===== config.mk =====
export PLATFORM = sky130hd
export DESIGN_NAME = rstk_frame_unit
export DESIGN_NICKNAME = d
export VERILOG_FILES = /design/src/rtl/rstk_pkg.sv /design/src/rtl/rstk_alloc_eval.sv /design/src/rtl/rstk_base_ring.sv /design/src/rtl/rstk_xlate.sv /design/src/rtl/rstk_frame_unit.sv
export SDC_FILE = /design/constraint.sdc
export NUM_CORES = 1
export LEC_CHECK = 0
export ABC_CLOCK_PERIOD_IN_PS = 4900
export CORE_AREA = 2 2 148 150
export DETAILED_ROUTE_END_ITERATION = 6
export DIE_AREA = 0 0 150 152
export DONT_BUFFER_PORTS = 1
export SYNTH_ARGS = -nofsm -noshare
export SYNTH_HDL_FRONTEND = slang
export SYNTH_SLANG_ARGS = --single-unit

===== constraint.sdc =====
create_clock -name clk -period 4.9 [get_ports clk]
set_input_delay 1.225 -clock clk [delete_from_list [all_inputs] [get_ports clk]]
set_output_delay 1.225 -clock clk [all_outputs]
set_load 0.01 [all_outputs]

===== src/rtl/rstk_pkg.sv =====
package rstk_pkg;

  localparam int unsigned SOF_W   = 7;
  localparam int unsigned SOR_W   = 4;
  localparam int unsigned RRBG_W  = 7;
  localparam int unsigned RRBF_W  = 7;
  localparam int unsigned RRBP_W  = 6;
  localparam int unsigned MARK_W  = 2 * SOF_W + SOR_W + RRBG_W + RRBF_W + RRBP_W;
  localparam int unsigned LREG_W  = 7;
  localparam int unsigned NUM_FIXED   = 32;
  localparam int unsigned NUM_STACKED = 96;
  localparam int unsigned SUM_W   = SOF_W + 2;

  // Packed MSB first, so the frame size lands in the low bits.
  typedef struct packed {
    logic [RRBP_W-1:0] rrb_pr;
    logic [RRBF_W-1:0] rrb_fr;
    logic [RRBG_W-1:0] rrb_gr;
    logic [SOR_W-1:0]  sor;
    logic [SOF_W-1:0]  sol;
    logic [SOF_W-1:0]  sof;
  } frame_t;

  typedef enum logic [1:0] {
    OP_ALLOC = 2'd0,
    OP_CALL  = 2'd1,
    OP_RET   = 2'd2,
    OP_NOP   = 2'd3
  } op_e;

  function automatic logic [SUM_W-1:0] frame_locals(input logic [SOF_W-1:0] ins,
                                                    input logic [SOF_W-1:0] locs);
    return SUM_W'(ins) + SUM_W'(locs);
  endfunction

  function automatic logic [SUM_W-1:0] frame_total(input logic [SOF_W-1:0] ins,
                                                   input logic [SOF_W-1:0] locs,
                                                   input logic [SOF_W-1:0] outs);
    return frame_locals(ins, locs) + SUM_W'(outs);
  endfunction

  function automatic logic [SUM_W-1:0] rot_regs(input logic [SOR_W-1:0] rot);
    return SUM_W'({rot, 3'b000});
  endfunction

  // Modular step forward on a ring of p entries; n never exceeds p.
  function automatic int unsigned ring_add(input int unsigned b,
                                           input int unsigned n,
                                           input int unsigned p);
    int unsigned s;
    s = b + n;
    return (s >= p) ? s - p : s;
  endfunction

  function automatic int unsigned ring_sub(input int unsigned b,
                                           input int unsigned n,
                                           input int unsigned p);
    return (b >= n) ? b - n : b + p - n;
  endfunction

endpackage


===== src/rtl/rstk_alloc_eval.sv =====
module rstk_alloc_eval
  import rstk_pkg::*;
(
  input  frame_t            cur,
  input  logic [SOF_W-1:0]  ins,
  input  logic [SOF_W-1:0]  locs,
  input  logic [SOF_W-1:0]  outs,
  input  logic [SOR_W-1:0]  rot,
  output frame_t            next_frame,
  output logic              ok,
  output logic              too_big,
  output logic              rot_over
);
  logic [SUM_W-1:0] sum_l;
  logic [SUM_W-1:0] sum_f;

  always_comb begin
    sum_l    = frame_locals(ins, locs);
    sum_f    = frame_total(ins, locs, outs);
    too_big  = sum_f > SUM_W'(NUM_STACKED);
    rot_over = rot_regs(rot) > sum_f;
    ok       = !too_big && !rot_over;
    next_frame        = cur;
    next_frame.sof    = sum_f[SOF_W-1:0];
    next_frame.sol    = sum_l[SOF_W-1:0];
    next_frame.sor    = rot;
    next_frame.rrb_gr = '0;
    next_frame.rrb_fr = '0;
    next_frame.rrb_pr = '0;
  end
endmodule


===== src/rtl/rstk_base_ring.sv =====
module rstk_base_ring
  import rstk_pkg::*;
#(
  parameter int unsigned PHYS_STACKED = 128,
  localparam int unsigned PIDX_W = $clog2(PHYS_STACKED)
)(
  input  logic              clk,
  input  logic              rst_n,
  input  logic              fwd,
  input  logic              back,
  input  logic [SOF_W-1:0]  step,
  output logic [PIDX_W-1:0] base
);
  logic [PIDX_W-1:0] base_d;

  always_comb begin
    base_d = base;
    if (fwd)
      base_d = PIDX_W'(ring_add(int'(base), int'(step), PHYS_STACKED));
    else if (back)
      base_d = PIDX_W'(ring_sub(int'(base), int'(step), PHYS_STACKED));
  end

  always_ff @(posedge clk) begin
    if (!rst_n) base <= '0;
    else        base <= base_d;
  end
endmodule


===== src/rtl/rstk_xlate.sv =====
module rstk_xlate
  import rstk_pkg::*;
#(
  parameter int unsigned PHYS_STACKED = 128,
  localparam int unsigned PIDX_W = $clog2(PHYS_STACKED)
)(
  input  logic [LREG_W-1:0] lreg,
  input  logic [SOF_W-1:0]  sof,
  input  logic [PIDX_W-1:0] base,
  output logic [PIDX_W-1:0] phys,
  output logic              is_fixed,
  output logic              beyond
);
  logic [LREG_W-1:0] offs;

  always_comb begin
    is_fixed = lreg < LREG_W'(NUM_FIXED);
    offs     = lreg - LREG_W'(NUM_FIXED);
    beyond   = !is_fixed && (offs >= sof);
    if (is_fixed)
      phys = PIDX_W'(lreg);
    else
      phys = PIDX_W'(ring_add(int'(base), int'(offs), PHYS_STACKED));
  end
endmodule


===== src/rtl/rstk_frame_unit.sv =====
module rstk_frame_unit
  import rstk_pkg::*;
#(
  parameter int unsigned PHYS_STACKED = 128,
  localparam int unsigned PIDX_W = $clog2(PHYS_STACKED)
)(
  input  logic                clk,
  input  logic                rst_n,
  input  logic                op_valid,
  input  logic [1:0]          op_code,
  input  logic [6:0]          alloc_ins,
  input  logic [6:0]          alloc_locs,
  input  logic [6:0]          alloc_outs,
  input  logic [3:0]          alloc_rot,
  input  logic [6:0]          lreg,
  output logic [37:0]         cfm,
  output logic [37:0]         pfm,
  output logic                alloc_wr_valid,
  output logic [37:0]         alloc_wr_data,
  output logic                alloc_fault,
  output logic [PIDX_W-1:0]   phys_idx,
  output logic                phys_static,
  output logic                reg_fault
);
  frame_t cur_q, sav_q, cur_d, sav_d;
  frame_t alloc_frame;
  logic   alloc_ok, alloc_big, alloc_rot_bad;
  logic   ev_alloc, ev_alloc_good, ev_alloc_bad, ev_call, ev_ret;
  logic   wr_valid_q, fault_q;
  logic [MARK_W-1:0] wr_data_q;
  logic [PIDX_W-1:0] base_q;
  logic [SOF_W-1:0]  base_step;

  // Decoded events, named for the checker.
  assign ev_alloc      = op_valid && (op_code == OP_ALLOC);
  assign ev_call       = op_valid && (op_code == OP_CALL);
  assign ev_ret        = op_valid && (op_code == OP_RET);
  assign ev_alloc_good = ev_alloc && alloc_ok;
  assign ev_alloc_bad  = ev_alloc && !alloc_ok;

  rstk_alloc_eval u_eval (
    .cur        (cur_q),
    .ins        (alloc_ins),
    .locs       (alloc_locs),
    .outs       (alloc_outs),
    .rot        (alloc_rot),
    .next_frame (alloc_frame),
    .ok         (alloc_ok),
    .too_big    (alloc_big),
    .rot_over   (alloc_rot_bad)
  );

  assign base_step = ev_call ? cur_q.sol : sav_q.sol;

  rstk_base_ring #(.PHYS_STACKED(PHYS_STACKED)) u_ring (
    .clk   (clk),
    .rst_n (rst_n),
    .fwd   (ev_call),
    .back  (ev_ret),
    .step  (base_step),
    .base  (base_q)
  );

  always_comb begin
    cur_d = cur_q;
    sav_d = sav_q;
    unique case (1'b1)
      ev_alloc_good: cur_d = alloc_frame;
      ev_call: begin
        sav_d     = cur_q;
        cur_d     = '0;
        cur_d.sof = cur_q.sof - cur_q.sol;
      end
      ev_ret:  cur_d = sav_q;
      default: ;
    endcase
  end

  always_ff @(posedge clk) begin
    if (!rst_n) begin
      cur_q      <= '0;
      sav_q      <= '0;
      wr_valid_q <= 1'b0;
      wr_data_q  <= '0;
      fault_q    <= 1'b0;
    end else begin
      cur_q      <= cur_d;
      sav_q      <= sav_d;
      wr_valid_q <= ev_alloc_good;
      fault_q    <= ev_alloc_bad;
      if (ev_alloc_good) wr_data_q <= sav_q;
    end
  end

  rstk_xlate #(.PHYS_STACKED(PHYS_STACKED)) u_xlate (
    .lreg     (lreg),
    .sof      (cur_q.sof),
    .base     (base_q),
    .phys     (phys_idx),
    .is_fixed (phys_static),
    .beyond   (reg_fault)
  );

  assign cfm            = cur_q;
  assign pfm            = sav_q;
  assign alloc_wr_valid = wr_valid_q;
  assign alloc_wr_data  = wr_data_q;
  assign alloc_fault    = fault_q;
endmodule


# --- Word level (Yosys, flattened, before mapping) ---
# Index checks and enable logic that the tools add are counted.
word_totals:
  reg_bits: 123
  inputBits: 37
classes:
  add_sub_neg: 11
  n_lt_le_gt_ge: 7
  eq_ne: 2
  n_mux: 8
  n_reduce_logical: 14
ops:
  columns: ["operator", "n"]
  rows:
  - ["$pmux 38 s3", 1]
  - ["$mux 7", 7]
  - ["$add 7x7->8", 3]
  - ["$sub 7x7->7", 3]
  - ["$ge 8x8->1 const B", 2]
  - ["$ge 7x7->1", 2]
  - ["$sub 7x1->7 const B", 2]
  - ["$add 9x7->9", 1]
  - ["$gt 7x9->1", 1]
  - ["$gt 9x7->1 const B", 1]
  - ["$add 7x1->7 const B", 1]
  - ["$logic_and 1x1->1", 7]
  - ["$lt 7x6->1 const B", 1]
  - ["$sub 7x6->7 const B", 1]
  - ["$logic_not 1->1", 4]
  - ["$reduce_bool 3->1", 1]
  - ["$eq 2x1->1 const B", 1]
  - ["$eq 2x2->1 const B", 1]
  - ["$logic_not 2->1", 1]
  - ["$reduce_bool 2->1", 1]

# --- Logic depth before layout (Yosys ltp) ---
# Gate-level depths: netlist (run 1).
depth:
  depth_word: 7
  mapped_depth: 21
  depth_no_buf: 18

# --- Hierarchy ---
# Synthesis (run 1) repeated with hierarchy kept, for this count alone.
hier_totals:
  hier_cells: 847
  area_unflattened_um2: 6951.7
modules_own_cells:
  columns: ["mod", "n_inst", "cells_per_inst", "area_per_inst_um2"]
  rows:
  - ["rstk_frame_unit", 1, 572, 4809.6]
  - ["rstk_alloc_eval", 1, 110, 884.6]
  - ["rstk_base_ring", 1, 98, 748.2]
  - ["rstk_xlate", 1, 67, 509.2]

# --- Least setup slack after synthesis (run 1) ---
# Ideal clock, no wire load.
synth_path:
  path_type: "in2reg"
  startpoint: "input port alloc_ins[3]"
  endpoint: "register cur_q, in the netlist cfm[2]"
  setup_time_ns: 0.119
  t_arrival_ns: 5.184
  t_required_ns: 4.781
  slack_ns: -0.402
  cell_stages: 19
  path_cell_list: "ha_1 -> and3_1 -> a221o_1 -> nor2_1 -> xnor2_1 -> ha_1 -> clkbuf_1 -> or4b_1 -> nand3_1 -> inv_1 -> ha_1 -> nor2b_1 -> o22a_1 -> o21bai_1 -> nand3_2 -> or3_1 -> buf_6 -> o21a_1 -> o221a_1"
synth_via:
  elab_chain_cells: 7
synth_lines:
  columns: ["item", "line", "text"]
  rows:
  - ["start: declaration", "rstk_frame_unit.sv:11", "input logic [6:0] alloc_ins,"]
  - ["$add 7x7->8 *", "rstk_pkg.sv:33", "return SUM_W'(ins) + SUM_W'(locs);"]
  - ["$add 9x7->9 *", "rstk_pkg.sv:39", "return frame_locals(ins, locs) + SUM_W'(outs);"]
  - ["$gt 9x7->1 / $gt 7x9->1 (equally long branches)", "rstk_alloc_eval.sv:20, rstk_alloc_eval.sv:21", null]
  - ["$logic_not 1->1", "rstk_alloc_eval.sv:22", "ok = !too_big && !rot_over;"]
  - ["$logic_and 1x1->1 *", "rstk_alloc_eval.sv:22", null]
  - ["$logic_and 1x1->1 *", "rstk_frame_unit.sv:38", "assign ev_alloc_good = ev_alloc && alloc_ok;"]
  - ["$pmux 38 s3 / $reduce_bool 3->1 (equally long branches)", null, null]
  - ["end signal: assignment", "rstk_frame_unit.sv:87", "cur_q <= cur_d;"]
  - ["end: declaration", "rstk_frame_unit.sv:25", "frame_t cur_q, sav_q, cur_d, sav_d;"]
# Mark *: on every way between the ends. The rest lies on a longest branch, timed or not.
# A chain may end at the register's enable or synchronous reset.

# --- Worst setup path after layout (run 1) ---
layout_path:
  startpoint: "input port alloc_ins[0]"
  endpoint: "register cur_q, in the netlist cfm[24]"
# The elaborated chain is that of the path after synthesis.

==> results of run 1 <==
==> flip-flops by register name, summed over array words and instances (netlist names) <==
register,count
alloc_wr_valid,1
alloc_wr_data,38
u_ring.base,7
alloc_fault,1
cfm,38
pfm,38
==> power groups by stage <==
stage / combinational [W] / sequential, W / clock, W
after CTS: 0.000645 / 0.00108 / 0.00117
after detailed placement: 0.000642 / 0.00110 / 0
after global routing: 0.000807 / 0.00108 / 0.00122
after global placement: 0.000636 / 0.00110 / 0
after floorplan: 0.000451 / 0.00108 / 0
final: 0.000724 / 0.00108 / 0.00115
==> per-stage QoR <==
stage | TNS (ns) | util [%] | setup WS [ns] | instances | power [W]
after floorplan | -8.32 | - | -0.191 | 768 | 0.00153
after global placement | -21.19 | 32.7 | -0.313 | 1053 | 0.00174
after detailed placement | -26.05 | 32.7 | -0.391 | 1053 | 0.00174
after CTS | 0 | 35.2 | 0.0509 | 1084 | 0.00290
after global routing | -1.27 | 36.5 | -0.106 | 1091 | 0.00311
final | 0 | 36.5 | 0.0749 | 1091 | 0.00295
==> layout make-up <==
class | instances | area (um2) | area share, %
Tap cell | 280 | 350 | 4.49
Inverter | 38 | 144 | 1.85
Multi-Input combinational cell | 562 | 3770 | 48.4
Sequential cell | 123 | 2460 | 31.6
Clock buffer | 17 | 425 | 5.45
Timing Repair Buffer | 57 | 531 | 6.80
Clock inverter | 14 | 113 | 1.44
==> worst max path at each step <==
stage	startpoint	cells after the start	end	slack, ns
6_report	alloc_ins[0]	19	cfm[24]$_SDFFE_PN0P_	0.07
4_1_cts	alloc_ins[0]	19	cfm[24]$_SDFFE_PN0P_	0.05
5_1_grt	alloc_ins[0]	19	cfm[24]$_SDFFE_PN0P_	-0.11
2_1_floorplan	alloc_ins[3]	19	cfm[2]$_SDFFE_PN0P_	-0.19
3_3_place_gp	alloc_ins[0]	19	cfm[1]$_SDFFE_PN0P_	-0.31
3_5_place_dp	alloc_ins[0]	19	cfm[24]$_SDFFE_PN0P_	-0.39
==> cells by family (layout without fill, tap and decap cells) <==
family	Yosys count	count (layout)	share of synthesized area (%)
AOI/OAI and AO/OA	212	212	21.7
muxes	7	7	1.13
DFF	123	123	39.1
adders and majority gates	55	55	11.6
and+or+nand+nor	266	266	17.8
xor gates and xnor gates	22	22	3.06
buffers and inverters	83	126	5.54
==> metal layers <==
layer	vias up	global-route usage [%]
met5	-	0
met4	0	6.56
met3	41	7.39
met2	200	25.8
met1	2599	21.4
li1	2742	-
==> critical path: stages <==
cell      delay, ns
ha_2           0.18
fa_2           0.36
a21o_1         0.18
a21oi_2        0.20
xnor2_2        0.10
ha_1           0.36
and3b_1        0.20
a211oi_2       0.27
nand3_4        0.12
inv_2          0.08
ha_4           0.19
nor2b_1        0.13
o22a_1         0.22
o21bai_1       0.16
nand3_2        0.15
or3_4          0.51
buf_12         0.17
a32oi_2        0.21
nor2_1         0.06
==> placed cells by master, fill, tap and decap left out, drive strengths merged, types with 3 or more instances in the layout <==
master / n
nand2: 167
dfxtp: 123
a21oi: 102
nor2: 57
buf: 54
ha: 49
inv: 43
o21ai: 21
clkbuf: 20
a32oi: 20
a21o: 18
xnor2: 13
nor3: 12
o221ai: 12
xor2: 9
a211oi: 9
clkinv: 7
mux2i: 6
o21bai: 6
fa: 6
nor2b: 5
nand2b: 5
a221o: 4
or3: 4
a22oi: 3
nand3: 3
and3: 3
==> what timing repair did <==
| action | 4_1_cts | 5_1_grt |
|---|---|---|
| gates resized for setup | 0 | 32 |
| setup buffers | 0 | 4 |
| endpoints found under the setup margin | 0 | 77 |
==> reports/qor.txt, run 1 <==
Status: complete, no violations
Drt first pass iters: 5
# H-tree levels: 4
PD cells: 378 mW/mm2
Area after DPL: 0.00698 mm2
Mapped Area: 0.00630 mm2
GPL Wtd Cong: 0.924
Number of synthesized register bits: 123
CTS Buffer Depth: 2
Post-DP HPWL: 13900 um
Sequential area share after synthesis: 39.1%
Synth Net Count: 860
Yosys warnings: 0
Drt wl/cell: 18.2 um
Final non-filler cell area: 0.00780 mm2
Area leader, netlist: dfxtp_1
F_max: 207 MHz
Inserted Clock Buffers: 17
Top cell type's share of synthesized area: 39.1%
Fill cells: 2200
Async set-or-reset flop fraction in the synthesized netlist: 0%
Die height: 152 um
Tightest Hold Check Type: flop to flop
Worst skew pair latency: 0.42 ns
CTS sink count: 123
Total track usage: 17.0%
VDD IR max: 0.252 mV
Ant diodes: 0
Worst R2R Start: cfm[7]$_SDFFE_PN0P_
Relative slew slack: 22.2%
First-pass GRT wire length: 30300 um
Switching power: 0.000928 W
Period utilization: 98.5%
Ys flop type: dfxtp_1
Min-Delay Path Depth: 2
Most numerous cell in the Yosys netlist: nand2_1
Worst hold endpoint: alloc_wr_data[19]$_SDFFE_PN0P_
Clk root buf: clkbuf_16
Net Sw Frac: 31.4%
Top routing layer used: met4
Mapped Cells: 768
Pin count of the biggest net entering global routing: 108
Core Area: 0.0214 mm2
Layout cells sized above 1: 17.4%
Final setup fails: 0
Req. time, crit path: 5.16 ns
Worst Skew: 0.00879 ns
Minimum clock period: 4.83 ns
Clock power frac: 39.0%
Via density per instance: 5.12
Synth top cells by count: nand2_1 (167), dfxtp_1 (123), a21oi_1 (102)
Worst hold start: alloc_wr_data[19]$_SDFFE_PN0P_
DRC: 0
Starting Density: 29.5%
Final Hold Vio Count: 0
Reg2reg end: u_ring.base[6]$_SDFFE_PN0N_
Final wirelength: 19800 um
Vias in the first global route: 5405
Worst-Margin Slew: 1.17 ns
DRT iter0 DRCs: 385
Syn_area_per_cell: 8.20 um2
Type of origin of the critical path: primary input
Clock transition at the registers of the reported paths: 0.06 ns
Area Growth Syn to Fin: 23.8%
Post-synth EDFFs: 0
Met2 wire length: 8810 um
Crit end category: flop
Seq pwr share: 36.5%
Grt total ovfl: 0
Crit path max fanout: 7
# IOs: 162
Final #Nets: 891
Synth top area cells: dfxtp_1 (39%), nand2_1 (10%), ha_1 (9.7%)
Worst hold slack: 0.493 ns
Met3 wire length: 1940 um
Die footprint: 0.0228 mm2
Reg2Reg Depth: 13
Reg2Reg Setup Slack: 2.03 ns
DRT met1 WL: 8430 um
Yosys cell types: 57
Max-cap viol count: 0
Combinational share of power: 24.5%
Cell Rows: 54
CTS tree: yes
Crit Path Class: primary input to flop
Port Buffers: 0
WP data arrival: 5.09 ns
Antenna violations before repair: 0
Internal: 0.00202 W
Max-slew violation count: 0
Hold_buf cts: 0
ANT nets after route: 0
Die span in x: 150 um
Total number of vias: 5582
Lkg Pwr: 3.03 nW
Power figures use the tool's default switching activity.
==> run 2, diff against run 1 <==
CORE_AREA = 2 2 116 118   (was 2 2 148 150)
DIE_AREA = 0 0 118 120   (was 0 0 150 152)
PLACE_DENSITY = 0.66   (was unset)
==> run 2 against run 1 <==
Critical path depth increased by 1. Clock skew down 0.0029 ns. Power increased by 2.6%. Critical path type unchanged.
==> reports/qor.txt, run 2 (synthesis gave the netlist of run 1 again) <==
Status: complete, no violations
Worst-Margin Slew: 1.15 ns
Largest stage delay, worst path: 0.50 ns
Final wirelength: 18400 um
Worst skew pair latency: 0.41 ns
Grt total ovfl: 0
Slowest CP cell: or4b_4
Die height: 120 um
Antenna violations before repair: 0
Vias in the first global route: 5483
ANT nets after route: 0
DRT iter0 DRCs: 450
Commonest non-fill, non-tap cell in the layout: nand2_1
WP data arrival: 5.04 ns
Ant diodes: 0
CTS tree: yes
Lkg Pwr: 3.03 nW
Core Area: 0.0130 mm2
Hold_buf cts: 0
Type of origin of the critical path: primary input
F_max: 213 MHz
Pin count of the biggest net entering global routing: 108
Worst Skew: 0.00590 ns
Clk root buf: clkbuf_16
Tightest Hold Check Type: flop to flop
Port Buffers: 0
Via density per instance: 5.73
Req. time, crit path: 5.23 ns
# IOs: 162
Post-route setup slack: 0.196 ns
Cell Count, Final, Fillers Out: 988
Crit path max fanout: 7
Die span in x: 118 um
VDD IR max: 0.268 mV
Final setup fails: 0
Fin util: 59.2%
CTS sink count: 123
Period utilization: 96.0%
Clock transition at the registers of the reported paths: 0.05 ns
Starting Density: 48.5%
GPL Wtd Cong: 0.869
Total number of vias: 5662
Setup WS pre-CTS: -0.420 ns
Max-slew violation count: 0
CTS Buffer Depth: 2
Drt wl/cell: 18.7 um
Cell family with the largest share of critical-path delay: simple AND/OR/NAND/NOR gates
PD cells: 394 mW/mm2
Area Growth Syn to Fin: 22.0%
Layout cells sized above 1: 17.2%
Minimum clock period: 4.70 ns
Multi-input gate area: 0.00376 mm2
Drt first pass iters: 5
CP bufs+invs: 4
Total track usage: 25.7%
Crit Path Class: primary input to flop
DRC: 0
Worst path cell trace: ha_2 -> fa_2 -> a21o_1 -> a21oi_2 -> xnor2_2 -> ha_1 -> or4b_4 -> nand3_4 -> inv_2 -> ha_4 -> nor2b_1 -> o22a_1 -> o21bai_1 -> nand3_2 -> buf_6 -> nor3_4 -> buf_6 -> clkbuf_16 -> nand2_1 -> a21oi_2
Tot Pwr: 0.00303 W
Cell Rows: 42
Die footprint: 0.0142 mm2
Most frequent cells in the layout: nand2_1 (166), dfxtp_1 (123), a21oi_1 (88)
Placed cells: 948
Inserted Clock Buffers: 17
First-pass GRT wire length: 28900 um
Sequential Area: 0.00246 mm2
Post-DP HPWL: 12900 um
Relative slew slack: 23.3%
# H-tree levels: 4
Crit end category: flop
Final Hold Vio Count: 0
Final #Nets: 892
Max-cap viol count: 0
Fill cells: 1148
-- run 2: cell count changes in the layout (fill, tap and decap cells not counted), sizes merged --
cell	delta
buf	+2
clkbuf	+5
clkinvlp	-1
clkinv	-1
inv	-6
bufinv	+2
-- run 2: final cells by class --
| cell class | count | area share (%) |
|---|---|---|
| inverters | 38 | 1.87 |
| repair buffers | 58 | 6.86 |
| clock inverters | 8 | 1.21 |
| clock buffers | 23 | 6.22 |
| well taps | 176 | 2.87 |
| multi-input cells | 562 | 48.9 |
| flip-flops and latches | 123 | 32.0 |
-- run 2: path summary, 6_finish.rpt --
path	depth (start not counted)	slack, ns	startpoint	end
worst max-delay path	20	0.20	alloc_ins[0]	alloc_wr_data[16]$_SDFFE_PN0P_
worst min-delay path	2	0.50	alloc_wr_data[20]$_SDFFE_PN0P_	alloc_wr_data[20]$_SDFFE_PN0P_
worst max register to register	13	2.02	cfm[7]$_SDFFE_PN0P_	u_ring.base[6]$_SDFFE_PN0N_
worst min register to register	2	0.50	alloc_wr_data[20]$_SDFFE_PN0P_	alloc_wr_data[20]$_SDFFE_PN0P_
-- run 2: layer usage --
metal,vias up,part of all wire (%),global-route usage [%]
met5,-,0,0
met4,0,1.6,6.78
met3,23,9.2,10.0
met2,225,46,40.6
met1,2677,44,32.9
li1,2737,-,-
-- run 2: report_power, final --
part	switching (W)	total, W	internal, W
clock network	0.000427	0.00121	0.000780
logic	0.000381	0.000745	0.000364
registers	0.0000490	0.00108	0.00103
total	0.000857	0.00303	0.00217
-- run 2: repair_timing --
| action | CTS | global route |
|---|---|---|
| resized for setup | 0 | 32 |
| buffers inserted | 0 | 6 |
| endpoints found under the setup margin | 0 | 77 |
-- run 2: worst reg2reg max path: stages, from the launching register on --
cell     delay (ns)
dfxtp_1        0.49
nand2_1        0.12
nand2_1        0.14
ha_1           0.19
inv_1          0.06
fa_1           0.41
nor2b_1        0.16
o21ai_0        0.26
a21oi_1        0.13
o21ai_0        0.24
a21oi_1        0.10
nor3_1         0.23
xor2_1         0.17
nor2_1         0.05
-- run 2: per-stage QoR --
stage	area (um2)	setup TNS (ns)	hold WS [ns]
2_1_floorplan	6470	-8.32	0.469
3_3_place_gp	6850	-14.41	0.484
3_5_place_dp	6850	-25.36	0.494
4_1_cts	7420	0	0.501
5_1_grt	7680	-1.68	0.514
6_report	7680	0	0.496
